[config.mk]
export PLATFORM = sky130hd
export DESIGN_NAME = alu_flag_unit
export DESIGN_NICKNAME = d
export VERILOG_FILES = /design/src/rtl/alu_flag_pkg.sv /design/src/rtl/alu_adder.sv /design/src/rtl/alu_operand_sel.sv /design/src/rtl/alu_logic_unit.sv /design/src/rtl/alu_status_reg.sv /design/src/rtl/alu_flag_unit.sv
export SDC_FILE = /design/constraint.sdc
export NUM_CORES = 1
export LEC_CHECK = 0
export BUFFER_PORTS_ARGS = -buffer_cell sky130_fd_sc_hd__buf_4
export CELL_PAD_IN_SITES_DETAIL_PLACEMENT = 0
export CELL_PAD_IN_SITES_GLOBAL_PLACEMENT = 1
export CORE_AREA = 2 2 67 69
export CTS_BUF_LIST = sky130_fd_sc_hd__clkbuf_8
export DETAILED_ROUTE_END_ITERATION = 8
export DIE_AREA = 0 0 69 71
export PLACE_DENSITY_LB_ADDON = 0.1
export SETUP_SLACK_MARGIN = 0.05
export SYNTH_ARGS = -nofsm -noshare
export SYNTH_HDL_FRONTEND = slang
export SYNTH_HIERARCHICAL = 1
export SYNTH_SLANG_ARGS = --single-unit
[constraint.sdc]
create_clock -name clk -period 5.05 [get_ports clk]
set_input_delay 0 -clock clk [delete_from_list [all_inputs] [get_ports clk]]
set_output_delay 0 -clock clk [all_outputs]
set_load 0.01 [all_outputs]
[src/rtl/alu_flag_pkg.sv]
package alu_flag_pkg;

   typedef enum logic [3:0] {
      OP_ADD = 4'd0,
      OP_ADC = 4'd1,
      OP_SUB = 4'd2,
      OP_SBB = 4'd3,
      OP_INC = 4'd4,
      OP_DEC = 4'd5,
      OP_NEG = 4'd6,
      OP_CMP = 4'd7,
      OP_AND = 4'd8,
      OP_OR  = 4'd9,
      OP_XOR = 4'd10,
      OP_NOT = 4'd11,
      OP_CLR = 4'd12,
      OP_TST = 4'd13
   } alu_op_e;

   typedef struct packed {
      logic n;
      logic z;
      logic v;
      logic c;
   } alu_flags_t;

   localparam int unsigned FLAG_BITS = 4;
   localparam logic [3:0]  OP_LAST_DEFINED = 4'd13;

endpackage

[src/rtl/alu_adder.sv]
module alu_adder #(
   parameter int unsigned W      = 8,
   parameter bit          RIPPLE = 1'b1
) (
   input  logic [W-1:0] x_i,
   input  logic [W-1:0] y_i,
   input  logic         ci_i,
   output logic [W-1:0] sum_o,
   output logic         c_msb_o,
   output logic         c_out_o
);

   if (RIPPLE) begin : g_ripple
      logic [W:0] chain;
      assign chain[0] = ci_i;
      for (genvar i = 0; i < W; i++) begin : g_bit
         assign sum_o[i]    = x_i[i] ^ y_i[i] ^ chain[i];
         assign chain[i+1]  = (x_i[i] & y_i[i]) | (chain[i] & (x_i[i] ^ y_i[i]));
      end
      assign c_msb_o = chain[W-1];
      assign c_out_o = chain[W];
   end else begin : g_split
      logic [W-1:0] low;
      logic [1:0]   top;
      assign low     = {1'b0, x_i[W-2:0]} + {1'b0, y_i[W-2:0]} + {{(W-1){1'b0}}, ci_i};
      assign c_msb_o = low[W-1];
      assign top     = {1'b0, x_i[W-1]} + {1'b0, y_i[W-1]} + {1'b0, c_msb_o};
      assign sum_o   = {top[0], low[W-2:0]};
      assign c_out_o = top[1];
   end

endmodule

[src/rtl/alu_operand_sel.sv]
module alu_operand_sel
   import alu_flag_pkg::*;
#(
   parameter int unsigned W = 8
) (
   input  logic [3:0]   op_i,
   input  logic [W-1:0] a_i,
   input  logic [W-1:0] b_i,
   input  logic         c_stored_i,
   output logic [W-1:0] x_o,
   output logic [W-1:0] y_o,
   output logic         ci_o,
   output logic         arith_o
);

   localparam logic [W-1:0] ALL_ZERO = '0;
   localparam logic [W-1:0] ALL_ONES = '1;

   always_comb begin
      x_o     = a_i;
      y_o     = b_i;
      ci_o    = 1'b0;
      arith_o = 1'b1;
      case (alu_op_e'(op_i))
         OP_ADD: ;
         OP_ADC: ci_o = c_stored_i;
         OP_SUB, OP_CMP: begin
            y_o  = ~b_i;
            ci_o = 1'b1;
         end
         OP_SBB: begin
            y_o  = ~b_i;
            ci_o = c_stored_i;
         end
         OP_INC: begin
            y_o  = ALL_ZERO;
            ci_o = 1'b1;
         end
         OP_DEC: y_o = ALL_ONES;
         OP_NEG: begin
            x_o  = ALL_ZERO;
            y_o  = ~a_i;
            ci_o = 1'b1;
         end
         default: arith_o = 1'b0;
      endcase
   end

endmodule

[src/rtl/alu_logic_unit.sv]
module alu_logic_unit
   import alu_flag_pkg::*;
#(
   parameter int unsigned W = 8
) (
   input  logic [3:0]   op_i,
   input  logic [W-1:0] a_i,
   input  logic [W-1:0] b_i,
   output logic [W-1:0] res_o
);

   always_comb begin
      case (alu_op_e'(op_i))
         OP_AND, OP_TST: res_o = a_i & b_i;
         OP_OR:          res_o = a_i | b_i;
         OP_XOR:         res_o = a_i ^ b_i;
         OP_NOT:         res_o = ~a_i;
         default:        res_o = '0;
      endcase
   end

endmodule

[src/rtl/alu_status_reg.sv]
module alu_status_reg
   import alu_flag_pkg::*;
(
   input  logic       clk,
   input  logic       rst_n,
   input  logic       we_i,
   input  alu_flags_t d_i,
   output alu_flags_t q_o
);

   always_ff @(posedge clk or negedge rst_n) begin
      if (!rst_n)    q_o <= '0;
      else if (we_i) q_o <= d_i;
   end

endmodule

[src/rtl/alu_flag_unit.sv]
module alu_flag_unit
   import alu_flag_pkg::*;
#(
   parameter int unsigned W            = 8,
   parameter bit          RIPPLE_ADDER = 1'b1
) (
   input  logic                 clk,
   input  logic                 rst_n,
   input  logic [W-1:0]         a_in,
   input  logic [W-1:0]         b_in,
   input  logic [3:0]           op_code,
   input  logic                 flag_we,
   output logic [W-1:0]         result_o,
   output logic                 result_we_o,
   output logic [FLAG_BITS-1:0] flags_now_o,
   output logic [FLAG_BITS-1:0] flags_q_o
);

   if (W < 2) begin : g_bad_width
      $error("alu_flag_unit: W must be at least 2");
   end

   alu_flags_t   stored, present;
   logic [W-1:0] x, y, sum, lres;
   logic         ci, arith, c_msb, c_out, defined, no_wb;

   alu_operand_sel #(.W(W)) u_sel (
      .op_i(op_code), .a_i(a_in), .b_i(b_in), .c_stored_i(stored.c),
      .x_o(x), .y_o(y), .ci_o(ci), .arith_o(arith)
   );

   alu_adder #(.W(W), .RIPPLE(RIPPLE_ADDER)) u_add (
      .x_i(x), .y_i(y), .ci_i(ci),
      .sum_o(sum), .c_msb_o(c_msb), .c_out_o(c_out)
   );

   alu_logic_unit #(.W(W)) u_logic (
      .op_i(op_code), .a_i(a_in), .b_i(b_in), .res_o(lres)
   );

   assign defined = (op_code <= OP_LAST_DEFINED);
   assign no_wb   = (op_code == OP_CMP) || (op_code == OP_TST);

   always_comb begin
      if (!defined) begin
         result_o = '0;
         present  = stored;
      end else if (arith) begin
         result_o  = sum;
         present.n = sum[W-1];
         present.z = ~|sum;
         present.v = c_msb ^ c_out;
         present.c = c_out;
      end else begin
         result_o  = lres;
         present.n = lres[W-1];
         present.z = ~|lres;
         present.v = 1'b0;
         present.c = stored.c;
      end
   end

   assign result_we_o = defined && !no_wb;
   assign flags_now_o = present;
   assign flags_q_o   = stored;

   alu_status_reg u_status (
      .clk(clk), .rst_n(rst_n), .we_i(flag_we), .d_i(present), .q_o(stored)
   );

endmodule

* Word-level counts from Yosys, hierarchy flattened
Index checks and enable logic that the tools add are counted.
** Storage, ports and cells
- Bits in registers :: 4
- Input port bits :: 23
- Output and inout port bits :: 17
- Word-level logic and storage cells :: 85
** Cells by class
- Order comparisons :: 1
- Eq/ne operators :: 12
- Muxes and demuxes :: 9
- Bitwise logic cells :: 46
- Reductions and logical operators :: 13
** Operators with widths (number)
- $pmux W8 S4 :: 2
- $mux W8 :: 3
- $reduce_or A8 Y1 :: 3
- $eq A4 B4 Y1 const B :: 5
- $xor A1 B1 Y1 :: 17
- $and A1 B1 Y1 :: 16
- $eq A4 B3 Y1 const B :: 4
- $not A8 Y8 :: 2
- $and A8 B8 Y8 :: 1
- $eq A4 B2 Y1 const B :: 2
- $mux W4 :: 2
- $or A1 B1 Y1 :: 8
- $or A8 B8 Y8 :: 1
- $xor A8 B8 Y8 :: 1
- $eq A4 B1 Y1 const B :: 1
- $le A4 B4 Y1 const B :: 1
- $logic_not A4 Y1 :: 1
- $reduce_or A2 Y1 :: 2
- $reduce_or A4 Y1 :: 1
- $logic_not A1 Y1 :: 3
- $reduce_or A3 Y1 :: 1
- $pmux W1 S2 :: 1
- $logic_and A1 B1 Y1 :: 1
- $logic_or A1 B1 Y1 :: 1
- $mux W1 :: 1

* Depth between registers and ports, before layout
- Word-level depth :: 23
- Depth in mapped cells :: 21

* Modules after synthesis
Netlist, hierarchy kept.
** By module, submodules not included
- alu_logic_unit :: times used 1, cells each 83, area each 656.9 um^2
- alu_operand_sel :: times used 1, cells each 52, area each 372.9 um^2
- alu_flag_unit :: times used 1, cells each 39, area each 255.2 um^2
- alu_adder :: times used 1, cells each 18, area each 197.7 um^2
- alu_status_reg :: times used 1, cells each 8, area each 145.1 um^2

* Least setup slack after synthesis
Ideal clock, no wire load.
- Kind :: input -> register
- Start point :: input op_code[0]
- End point :: register u_status/q_o[2] in the netlist's numbering
- Data arrival time :: 4076 ps
- Required time :: 4925 ps
- Setup slack :: 849 ps
- Cell stages on the path :: 20
- Buffers on the path :: 1
- Cell sequence :: nand2b_1 buf_6 nor3b_4 nor2b_1 fa_1 inv_1 fa_1 inv_1 fa_1 fa_1 fa_1 fa_1 inv_1 fa_1 inv_1 fa_1 nor4_1 nand4_1 nand3_1 mux2_2
** RTL lines
- start: declaration :: RTL line alu_flag_unit.sv:11 : input logic [3:0] op_code,
- $eq A4 B3 Y1 * :: RTL line alu_operand_sel.sv:24 : case (alu_op_e'(op_i))
- $mux W8 * :: RTL line alu_operand_sel.sv:24
- net x[0] :: RTL line alu_flag_unit.sv:24 : logic [W-1:0] x, y, sum, lres;
- $xor A1 B1 Y1 :: RTL line alu_adder.sv:18 : assign chain[i+1] = (x_i[i] & y_i[i]) | (chain[i] & (x_i[i] ^ y_i[i]));
- $and A1 B1 Y1 :: RTL line alu_adder.sv:18
- $or A1 B1 Y1 * :: RTL line alu_adder.sv:18
- $and A1 B1 Y1 * :: RTL line alu_adder.sv:18
- $or A1 B1 Y1 * :: RTL line alu_adder.sv:18
- [10 not listed]
- net c_msb :: RTL line alu_flag_unit.sv:25 : logic ci, arith, c_msb, c_out, defined, no_wb;
- $xor A1 B1 Y1 * :: RTL line alu_adder.sv:17 : assign sum_o[i] = x_i[i] ^ y_i[i] ^ chain[i];
- net sum[7] :: RTL line alu_flag_unit.sv:24
- $reduce_or A8 Y1 * :: RTL line alu_flag_unit.sv:51 : present.z = ~|sum;
- $logic_not A1 Y1 * :: RTL line alu_flag_unit.sv:51
- $mux W4 * :: RTL line alu_flag_unit.sv:48 : end else if (arith) begin
- $mux W4 * :: RTL line alu_flag_unit.sv:45 : if (!defined) begin
- net flags_now_o[2] :: RTL line alu_flag_unit.sv:15 : output logic [FLAG_BITS-1:0] flags_now_o,
- end signal: assignment :: RTL line alu_status_reg.sv:13 : else if (we_i) q_o <= d_i;
- end: declaration :: RTL line alu_status_reg.sv:8 : output alu_flags_t q_o
Mark *: on every way through the listed nets, which the timed path passes. The rest lies on a longest branch.
A chain may end at the register's enable or synchronous reset.

* Final worst setup path
- Start point :: input op_code[0]
- End point :: output flags_now_o[2]
** RTL lines (RTL line)
- $eq A4 B3 Y1 * :: alu_operand_sel.sv:24
- $mux W8 * :: alu_operand_sel.sv:24
- net x[0] :: alu_flag_unit.sv:24
- $xor A1 B1 Y1 :: alu_adder.sv:18
- $and A1 B1 Y1 :: alu_adder.sv:18
- $or A1 B1 Y1 * :: alu_adder.sv:18
- $and A1 B1 Y1 * :: alu_adder.sv:18
- $or A1 B1 Y1 * :: alu_adder.sv:18
- [9 not listed]
- $or A1 B1 Y1 * :: alu_adder.sv:18
- net c_msb :: alu_flag_unit.sv:25
- $xor A1 B1 Y1 * :: alu_adder.sv:17
- net sum[7] :: alu_flag_unit.sv:24
- $reduce_or A8 Y1 * :: alu_flag_unit.sv:51
- $logic_not A1 Y1 * :: alu_flag_unit.sv:51
- $mux W4 * :: alu_flag_unit.sv:48
- $mux W4 * :: alu_flag_unit.sv:45
- end: declaration :: alu_flag_unit.sv:15
Marks and branches as above.

==> results by group <==
Worst setup path
  – CP Class: primary input to output port
  – Slowest stage delay, CP: 0.45 ns
  – Crit Path Max Fanout: 16
  – Crit-path cells: buf_4 -> nand2b_1 -> nor3b_4 -> nor2b_1 -> fa_1 -> inv_1 -> fa_1 -> inv_1 -> fa_1 -> fa_1 -> fa_1 -> fa_1 -> inv_1 -> fa_1 -> inv_1 -> fa_1 -> nor4_1 -> nand4_1 -> nand3_1 -> buf_4
  – Buffers plus inverters on the worst setup path: 6
  – Endpoint class of the critical path: output port
  – Crit path DAT: 4.54 ns
  – Critical path required time: 5.05 ns
  – Most frequent CP cell: fa_1
  – Worst path top cell family by delay: adder cells
  – Crit start category: primary input
  – Cell at the slowest stage of the critical path: fa_1

Drt
  – Residual DRC count: 0
  – DR iter-0 viols: 80
  – WL final: 4679 µm
  – Vias per cell: 5.363
  – WL/cell: 16.19 µm
  – DRT antenna net count: 0
  – Drt first pass iters: 4
  – Vias post-DR: 1550

Yosys
  – Synthesis-stage register bit count: 4
  – Yosys warnings: 6
  – Async set or reset register ratio after synthesis: 1.000
  – Synth Flop Type: dfrtp_1
  – Synth cell types: 39
  – Synth Area in Simple Gates: 0.2667
  – Synth Area in Adders: 0.2275
  – Multiplexer share of the synthesized area: 0.1360
  – Synthesized cell area: 1628 µm²
  – Syn_area_per_cell: 8.139 µm²
  – Post-synthesis instance total: 200
  – Largest family of logic cells by synthesized area: simple AND/OR/NAND/NOR gates
  – Complex-gate fraction of the synthesized area: 0.1752
  – Sequential-to-total area share from yosys stat: 0.06149
  – EDFF count, synth: 0
  – XOR/XNOR Fraction of Synth Area: 0.01614
  – Syn_nets: 247

Timing
  – Max-slew violation count: 0
  – Setup_tns: 0 ns
  – Final Hold Viols: 0
  – Min Clock Period, post-route: 4.544 ns
  – Relative slew slack: 0.4841
  – Hold WS: 0.07046 ns
  – RSZ-0062 raised after global routing: no
  – Crit share post-route: 0.8999
  – Worst Tran Pin Value: 0.7722 ns
  – Fmax: 220.0 MHz
  – # setup viols final: 0
  – Clock skew: 0.001782 ns

Power and ir drop
  – Leakage dissipation: 0.001053 µW
  – Worst VDD drop: 0.00006840 V
  – Clk pwr share: 0.193
  – Pint: 206.4 µW
  – Net Switching: 145.0 µW
  – Logic pwr share: 0.674
  – Share of total power in sequential cells: 0.133
  – Pwr dens: 176.6 nW/µm²
  – Switch share: 0.4126

Place
  – Dpl hpwl: 3743 µm
  – Final Wtd Congestion: 0.8123
  – Placed instance area: 1938 µm²
  – Port Buffers: 39

Finish
  – N_diodes: 0
  – Fin area: 1989 µm²
  – Number of flip-flops in the largest register: 4
  – Fillers: 451
  – Layout area overhead: 22.21%
  – Largest Register: u_status/q_o
  – Nets: 286
  – Layout cells sized above 1: 0.2405
  – Biggest regs: u_status/q_o x4

Clock network
  – CTS tree: yes
  – Post-CTS setup buffer count: 0
  – CTS H-tree lvls: 1
  – Longest Clk Path Bufs: 2
  – Post-CTS sizing: 0
  – Clock Sinks: 4
  – Root buffer cell: clkbuf_8
  – Hold_buf cts: 1
  – Reg clk slew, reported paths: 0.03 ns
  – Worst skew pair latency: 0.22 ns
  – Num CTS Buffers: 3

GRT
  – Vias in the first global route: 1519
  – Global-route wire length before repair: 7755 µm
  – Gr usage total: 0.1928
  – Antenna violations before repair: 0
  – Largest net degree at the start of global routing: 22
  – Total grt overflow: 0

Floorplanning
  – Die width: 69 µm
  – Die Y: 71 µm
  – Die area: 4899 µm²
  – Initial Util: 0.3872
  – Placeable Area: 4204 µm²
  – I/O Pins: 40
  – Total number of placement rows: 24

Flow run
  – Max-Cap Viols: 0

Min path
  – Type of the worst min-delay path: primary input to flop

Outcome
  – Status: completed
-- per-layer routing --
metal,vias to the layer above,share of wire,global-route usage
met1,731,0.46,0.2609
met4,0,0.013,0.06754
met5,-,0,0
met2,41,0.48,0.3173
li1,774,-,-
met3,4,0.045,0.02422
-- path summary, 6_finish.rpt --
path                                             startpoint                     endpoint  slack [ns]  cells past startpoint
min in group asynchronous                             rst_n  u_status/q_o[0]$_DFFE_PN0P_        0.12                      2
worst max register to register  u_status/q_o[0]$_DFFE_PN0P_  u_status/q_o[3]$_DFFE_PN0P_        0.71                     17
worst min-delay path                                flag_we  u_status/q_o[2]$_DFFE_PN0P_        0.07                      2
max in group asynchronous                             rst_n  u_status/q_o[3]$_DFFE_PN0P_        4.83                      2
worst max-delay path                             op_code[0]               flags_now_o[2]        0.51                     20
worst min register to register  u_status/q_o[1]$_DFFE_PN0P_  u_status/q_o[1]$_DFFE_PN0P_        0.54                      1
-- cells in the mapped netlist, drive strengths merged, types with 2 or more instances --
cell      n  area (µm²)
and2b     5       37.54
mux2      6       71.31
a2bb2oi  16       140.1
nand3     6       35.03
xor2      3       26.28
nor2b    13       81.33
mux2i    15       150.1
nor4bb    2       20.02
nand2b    4       25.02
nor4      3       18.77
o22ai     3       18.77
buf      10       77.57
nor3      2       20.02
a211oi    3       22.52
nor2     15       56.30
o2bb2ai   3       26.28
nand2    14       52.55
nand4     2       12.51
and4b     3       30.03
dfrtp     4       100.1
o221ai    3       26.28
inv      29       108.9
ha       16       200.2
fa        8       160.2
o32a      2       20.02
-- per-stage QoR --
step / worst slack, ns / power (µW) / std cells / utilization
2_1_floorplan: 0.8494 / 186.5 / 200 / -
3_3_place_gp: 0.5362 / 280.2 / 285 / 0.4610
3_5_place_dp: 0.3804 / 284.4 / 285 / 0.4610
4_1_cts: 0.5248 / 355.5 / 289 / 0.4732
5_1_grt: 0.1913 / 382.9 / 289 / 0.4732
6_report: 0.5055 / 351.4 / 289 / 0.4732
-- power by group through the flow --
stage                     logic (µW)  registers (µW)  clock network (µW)
after floorplan                  137            49.6                   0
after CTS                        239            47.2                69.4
after global placement           233            47.2                   0
final                            237            46.7                67.8
after detailed placement         237            47.6                   0
after global routing             261            48.9                72.7
-- kinds of logic (layout without fill, tap and decap cells) --
| family | after synthesis | after routing |
|---|---|---|
| buffers and inverters | 40 | 77 |
| and+or+nand+nor | 73 | 73 |
| adders and majority gates | 25 | 25 |
| AOI/OAI and AO/OA | 34 | 34 |
| muxes | 21 | 21 |
| xor gates and xnor gates | 3 | 3 |
| DFF | 4 | 4 |
-- cell type report --
type                            count  area (µm²)  area share
Multi-Input combinational cell    156        1338      0.6723
Timing Repair Buffer               44       332.8      0.1673
Inverter                           30       112.6     0.05660
Sequential cell                     4       100.1     0.05031
Tap cell                           52       65.06     0.03270
Clock buffer                        3       41.29     0.02075
-- cells in the final DEF (no fill, tap or decap), types with 4 or more instances in the layout --
cell type	count
a2bb2oi_1	16
ha_1	16
nand2_1	14
mux2i_1	15
nand2b_1	4
dfrtp_1	4
and2b_1	5
mux2_2	5
nand3_1	5
inv_1	29
nor2_1	15
fa_1	8
nor2b_1	13
buf_4	43
Power figures use the tool's default switching activity.
